<file path="src/rtl/cbr_pkg.sv">
package cbr_pkg;

  // Low five opcode bits shared by both branches; bit 0 picks the sense.
  localparam logic [3:0] CBR_OPC_HI4 = 4'h8;

  typedef enum logic [1:0] {
    CBR_NONE = 2'd0,
    CBR_EQ   = 2'd1,
    CBR_NE   = 2'd2
  } cbr_kind_e;

  localparam int unsigned CIDX_W = 3;
  localparam int unsigned RIDX_W = 5;
  localparam int unsigned OFF_W  = 5;

  // Compact selector to architectural register number.
  function automatic logic [RIDX_W-1:0] cbr_map_cidx(input logic [CIDX_W-1:0] c,
                                                      input logic zero_last);
    logic [RIDX_W-1:0] r;
    case (c)
      3'd0:    r = 5'd20;
      3'd1:    r = 5'd21;
      3'd7:    r = zero_last ? 5'd0 : 5'd7;
      default: r = {2'b00, c};
    endcase
    return r;
  endfunction

endpackage

</file>
<file path="src/rtl/cbr_opdec.sv">
module cbr_opdec
  import cbr_pkg::*;
(
  input  logic [6:0] op_i,
  input  logic       cen_i,
  output cbr_kind_e  kind_o,
  output logic       valid_o,
  output logic       illegal_o
);

  logic hit;
  logic unused_opc_hi;

  // Bits 6:5 of the major opcode do not take part in recognition.
  assign unused_opc_hi = ^op_i[6:5];
  assign hit           = (op_i[4:1] == CBR_OPC_HI4);

  always_comb begin
    kind_o = CBR_NONE;
    if (hit && cen_i) begin
      kind_o = op_i[0] ? CBR_NE : CBR_EQ;
    end
  end

  assign valid_o   = hit &  cen_i;
  assign illegal_o = hit & ~cen_i;

endmodule

</file>
<file path="src/rtl/cbr_regmap.sv">
module cbr_regmap
  import cbr_pkg::*;
#(
  parameter bit ZERO_LAST = 1'b0
) (
  input  logic [CIDX_W-1:0] cidx_i,
  output logic [RIDX_W-1:0] ridx_o
);

  generate
    if (ZERO_LAST) begin : g_zero_last
      assign ridx_o = cbr_map_cidx(cidx_i, 1'b1);
    end else begin : g_plain
      assign ridx_o = cbr_map_cidx(cidx_i, 1'b0);
    end
  endgenerate

endmodule

</file>
<file path="src/rtl/cbr_compare.sv">
module cbr_compare
  import cbr_pkg::*;
#(
  parameter int unsigned XLEN   = 64,
  parameter int unsigned WORD_W = 32
) (
  input  logic [XLEN-1:0] a_i,
  input  logic [XLEN-1:0] b_i,
  input  logic            word_i,
  input  cbr_kind_e       kind_i,
  output logic            taken_o
);

  logic [XLEN-1:0] a_cmp;
  logic [XLEN-1:0] b_cmp;
  logic            same;

  generate
    if (XLEN > WORD_W) begin : g_trunc
      localparam int unsigned EXT_W = XLEN - WORD_W;
      logic [XLEN-1:0] a_word;
      logic [XLEN-1:0] b_word;
      assign a_word = {{EXT_W{a_i[WORD_W-1]}}, a_i[WORD_W-1:0]};
      assign b_word = {{EXT_W{b_i[WORD_W-1]}}, b_i[WORD_W-1:0]};
      assign a_cmp  = word_i ? a_word : a_i;
      assign b_cmp  = word_i ? b_word : b_i;
    end else begin : g_full
      logic unused_word;
      assign unused_word = word_i;
      assign a_cmp = a_i;
      assign b_cmp = b_i;
    end
  endgenerate

  assign same = (a_cmp == b_cmp);

  always_comb begin
    case (kind_i)
      CBR_EQ:  taken_o = same;
      CBR_NE:  taken_o = ~same;
      default: taken_o = 1'b0;
    endcase
  end

endmodule

</file>
<file path="src/rtl/cbr_target.sv">
module cbr_target #(
  parameter int unsigned XLEN  = 64,
  parameter int unsigned OFF_W = 5,
  parameter int unsigned ALIGN = 1
) (
  input  logic [XLEN-1:0]  pc_i,
  input  logic [OFF_W-1:0] off_i,
  output logic [XLEN-1:0]  target_o
);

  localparam int unsigned EXT_W = XLEN - OFF_W;

  logic [XLEN-1:0] off_sx;

  assign off_sx   = {{EXT_W{off_i[OFF_W-1]}}, off_i};
  assign target_o = pc_i + (off_sx << ALIGN);

endmodule

</file>
<file path="src/rtl/cbr_unit.sv">
module cbr_unit
  import cbr_pkg::*;
#(
  parameter int unsigned XLEN   = 64,
  parameter int unsigned WORD_W = 32,
  parameter int unsigned ALIGN  = 1
) (
  input  logic [15:0]       insn_i,
  input  logic [XLEN-1:0]   pc_i,
  input  logic [XLEN-1:0]   rs1_val_i,
  input  logic [XLEN-1:0]   rs2_val_i,
  input  logic              cen_i,
  input  logic              word_cmp_i,
  output logic              br_valid_o,
  output logic              illegal_o,
  output logic [RIDX_W-1:0] rs1_idx_o,
  output logic [RIDX_W-1:0] rs2_idx_o,
  output logic              taken_o,
  output logic [XLEN-1:0]   target_o
);

  cbr_kind_e kind;

  cbr_opdec u_opdec (
    .op_i      (insn_i[6:0]),
    .cen_i     (cen_i),
    .kind_o    (kind),
    .valid_o   (br_valid_o),
    .illegal_o (illegal_o)
  );

  cbr_regmap #(.ZERO_LAST(1'b0)) u_map_rs1 (
    .cidx_i (insn_i[12:10]),
    .ridx_o (rs1_idx_o)
  );

  cbr_regmap #(.ZERO_LAST(1'b1)) u_map_rs2 (
    .cidx_i (insn_i[15:13]),
    .ridx_o (rs2_idx_o)
  );

  cbr_compare #(.XLEN(XLEN), .WORD_W(WORD_W)) u_cmp (
    .a_i     (rs1_val_i),
    .b_i     (rs2_val_i),
    .word_i  (word_cmp_i),
    .kind_i  (kind),
    .taken_o (taken_o)
  );

  cbr_target #(.XLEN(XLEN), .OFF_W(OFF_W), .ALIGN(ALIGN)) u_tgt (
    .pc_i     (pc_i),
    .off_i    (insn_i[9:5]),
    .target_o (target_o)
  );

endmodule

</file>
<file path="config.mk">
export PLATFORM = sky130hd
export DESIGN_NAME = cbr_unit
export DESIGN_NICKNAME = d
export VERILOG_FILES = /design/src/rtl/cbr_pkg.sv /design/src/rtl/cbr_opdec.sv /design/src/rtl/cbr_regmap.sv /design/src/rtl/cbr_compare.sv /design/src/rtl/cbr_target.sv /design/src/rtl/cbr_unit.sv
export SDC_FILE = /design/constraint.sdc
export NUM_CORES = 1
export LEC_CHECK = 0
export BUFFER_PORTS_ARGS = -buffer_cell sky130_fd_sc_hd__buf_2
export CORE_MARGIN = 4
export CORE_UTILIZATION = 35
export DETAILED_ROUTE_END_ITERATION = 8
export PLACE_DENSITY_LB_ADDON = 0.12
export SLEW_MARGIN = 20
export SYNTH_ARGS = -nofsm -noshare
export SYNTH_HDL_FRONTEND = slang
export SYNTH_SLANG_ARGS = --single-unit
</file>
<file path="constraint.sdc">
create_clock -name vclk -period 7.9
set_input_delay 0.79 -clock vclk [all_inputs]
set_output_delay 0.79 -clock vclk [all_outputs]
set_load 0.01 [all_outputs]
</file>
=== Yosys cells after proc, flatten, opt, wreduce, memory -nomap -nowiden ===
Cells that the tools add are included.
W data, S select, Z words.

* Logic and storage cells: 23
* Bits of input ports: 210
* Output and inout port bits: 77
* Flip-flop bits (word level): 0

* Mux-type cells: 7
* Equality and inequality tests: 8
* Add/sub/neg operators: 1
* Bitwise operators: 4
* Reductions and logical operators: 3

{| class="wikitable"
|+ Operators with widths
! kind !! number
|-
| $mux W64 || 2
|-
| $add A64 B64 Y64 || 1
|-
| $eq A64 B64 Y1 || 1
|-
| $pmux W5 S3 || 2
|-
| $eq A3 B1 Y1 const B || 2
|-
| $eq A3 B3 Y1 const B || 2
|-
| $logic_not A3 Y1 || 2
|-
| $eq A4 B4 Y1 const B || 1
|-
| $mux W2 || 2
|-
| $and A1 B1 Y1 || 2
|-
| $eq A2 B1 Y1 const B || 1
|-
| $eq A2 B2 Y1 const B || 1
|-
| $not A1 Y1 || 2
|-
| $pmux W1 S2 || 1
|-
| $logic_and A1 B1 Y1 || 1
|}

=== Logic depth before layout (Yosys ltp) ===
* Word-level depth: 5
* Mapped depth: 10
* Depth with buffers taken out: 10

=== Modules after synthesis ===
A second synthesis with hierarchy kept.

* Cells, all modules: 655
* Area, all modules: 4685.7 um^2

{| class="wikitable"
|+ By module, submodules not included
! module !! instances !! seq. area each (um^2) !! cells each !! area an instance (um^2)
|-
| cbr_target || 1 || 0.0 || 544 || 3838.7
|-
| cbr_compare || 1 || 0.0 || 92 || 732.0
|-
| cbr_opdec || 1 || 0.0 || 6 || 47.5
|-
| cbr_regmap at u_map_rs2 || 1 || 0.0 || 7 || 38.8
|-
| cbr_regmap at u_map_rs1 || 1 || 0.0 || 6 || 28.8
|}

=== Worst setup path after synthesis ===
Ideal clock, no wire load.

* Path type: input-to-output
* Start: input port insn_i[5]
* End: output port target_o[63]
* Stages on the path: 10
* Arrival time: 3133 ps
* Setup slack: 3977 ps
* Required time: 7110 ps
* Buffers on the path: 0
* Cell sequence: ha_1 > fa_1 > a211oi_2 > o211ai_2 > a21o_1 > o2111ai_2 > a2111oi_2 > o31a_2 > o21a_4 > o311ai_2

* Word-level cells in the longest chain between the ends: 1

{| class="wikitable"
|+ RTL lines
! element !! RTL line !! RTL
|-
| start: declaration || cbr_unit.sv:8 || <nowiki>input logic [15:0] insn_i,</nowiki>
|-
| $add A64 B64 Y64 || cbr_target.sv:16 || <nowiki>assign target_o = pc_i + (off_sx << ALIGN);</nowiki>
|-
| end: declaration || cbr_unit.sv:19 || <nowiki>output logic [XLEN-1:0] target_o</nowiki>
|}

No other way between the ends.

=== Final worst setup path ===
* Start: input port insn_i[9]
* End: output port target_o[49]

The elaborated chain is that of the path after synthesis.

==> reports/metrics.cfg <==
[outcome]
outcome = complete, no violations

[sta]
fmax_mhz = 209
hold_viol = 0
fin_crit_ns = 4.79
final_max_slew_viol_count = 0
finalSetupTns_ns = 0
rsz0062_at_grt = false
finalWorstSetupSlack_ns = 3.11
worst_pin_slew_ns = 0.736
holdWs_ns = 1.58
finalCritPeriodShare_pct = 60.6
relSlewSlack_pct = 50.9
setup_viol = 0

[route]
viasPerCell = 5.34
postRouteAntennaNets = 0
drtIter0Drc = 341
drc_errors = 0
wl_um = 17900
wire_per_inst_um = 16.1
vias = 5943
dr.pass1.iters = 4

[grt]
grt_max_degree = 60
antenna_found_initial = 0
met2_usage_pct = 38.5
grt_overflow = 0
grtUsageTotal_pct = 20.9
grt_first_pass_wirelength_um = 28200
met1_usage_pct = 26.2
grt_use_met3_pct = 4.28
grt_busiest_layer = met2
grt_pass1_vias = 5761

[pwr]
leakage_nw = 3.13
p_total_uw = 574
peakVddDrop_mv = 0.0346
power_density_nw_per_um2 = 90.6

[final_layout]
syn_to_final_growth_pct = 30.6
fin_cells = 1113
fin_nets = 1212
layout-drive-gt1-share_pct = 34.0
antennaDiodeCount = 0
layout_commonest_cell = buf_2
final_cell_area_um2 = 6340
flops_and_latches = 0
final_cell_mix = 281 x buf_2, 78 x xnor2_1, 68 x a21oi_1, 66 x nand2_1, 62 x ha_1
ff_latch_area_um2 = 0
fin_util_pct = 47.3
nClkBuffers = 0

[synthesis]
yosysSeqAreaShare_pct = 0
synth.avg_cell_area_um2 = 7.10
yosysWarningCount = 0
synthesis.instances = 684
ys_types = 75
syn-cell-area_um2 = 4850

[floorplanning]
dieWidth_um = 126
start_util_pct = 36.2
die_area_um2 = 15800
die_y_um = 126
ioPinCount = 287
row_count = 42
core_area_um2 = 13400

[min_path]
hp-class = in -> out

[placement]
placed_cells = 1113
portBuffers = 281
pre_cts_ws_ns = 3.13
dpl.hpwl_um = 15900
dpl_cell_area_um2 = 6340
gp_congestion = 0.887

[clock_tree]
cts_setup_buffers = 0
hold_buffers = 0
postCtsResizedCells = 0

[worst_setup_path]
startpoint_type = input pin
cp_max_fo = 59
worstSetupPathType = in -> out
setup.worst_path.end_class = output pin
required_ns = 7.11
cp.arrival_ns = 4.00

[flow_run]
maxCapViolations = 0

## logic make-up after synthesis
group	count (synthesis)	share of synthesized area (%)
mux	1	0.232
fa+ha+maj	63	16.4
simple gates	214	22.4
compound gates	240	34.9
xor+xnor	119	21.6
other cells	1	0.0772
buf+inv	46	4.33
## cells in the mapped netlist, types with 3 or more instances
| master | count | area, um2 |
|---|---|---|
| a21oi_2 | 3 | 26.3 |
| or3_1 | 4 | 25.0 |
| nor4_1 | 10 | 62.6 |
| inv_1 | 16 | 60.1 |
| a41o_1 | 5 | 50.1 |
| o21ai_0 | 28 | 140 |
| or4_1 | 3 | 22.5 |
| nor2_1 | 35 | 131 |
| nand3_1 | 16 | 80.1 |
| a211oi_1 | 6 | 45.0 |
| ha_1 | 62 | 776 |
| a31oi_1 | 10 | 62.6 |
| xnor2_1 | 78 | 683 |
| and3_1 | 10 | 62.6 |
| nor2b_1 | 4 | 25.0 |
| or2_2 | 5 | 31.3 |
| o211ai_1 | 10 | 75.1 |
| buf_2 | 11 | 55.1 |
| o21bai_1 | 16 | 120 |
| a31o_2 | 4 | 35.0 |
| nand2_1 | 66 | 248 |
| nand4_1 | 28 | 175 |
| buf_4 | 4 | 30.0 |
| clkbuf_1 | 13 | 48.8 |
| o21a_1 | 8 | 60.1 |
| a21o_1 | 40 | 300 |
| a221o_1 | 3 | 30.0 |
| xor2_1 | 40 | 350 |
| nand2b_1 | 4 | 25.0 |
| o31ai_1 | 4 | 30.0 |
| nor3_1 | 13 | 65.1 |
| a21oi_1 | 68 | 340 |
| and2_1 | 5 | 31.3 |
## final cells by class
class                           count  area [um2]
Tap cell                          176         220
Multi-Input combinational cell    639        4650
Fill cell                        1498        7060
Inverter                           16        60.1
Timing Repair Buffer              282        1410
## per-layer routing
| layer | part of all wire [%] | routed length (um) |
|---|---|---|
| met2 | 49 | 8710 |
| met5 | 0 | 0 |
| met3 | 8.0 | 1440 |
| met1 | 43 | 7640 |
| met4 | 0.75 | 135 |
## report_power, final
part / internal (mW) / switching, mW / total [mW]
Clock: 0 / 0 / 0
Sequential: 0 / 0 / 0
Combinational: 0.252 / 0.323 / 0.574
## critical path: stages
cell       delay [ns]
buf_2            0.08
buf_4            0.56
ha_1             0.43
a21oi_1          0.26
o21ai_0          0.21
a2111oi_2        0.46
nor3_2           0.12
o21bai_2         0.18
a2bb2oi_2        0.15
a2111oi_0        0.47
a311oi_1         0.09
buf_2            0.17
## final timing paths
path	depth (start not counted)	start	end	slack, ns
worst max-delay path	12	insn_i[9]	target_o[49]	3.11
worst min-delay path	0	insn_i[10]	rs1_idx_o[0]	1.58
No activity file was read; power rests on OpenSTA's default activity.
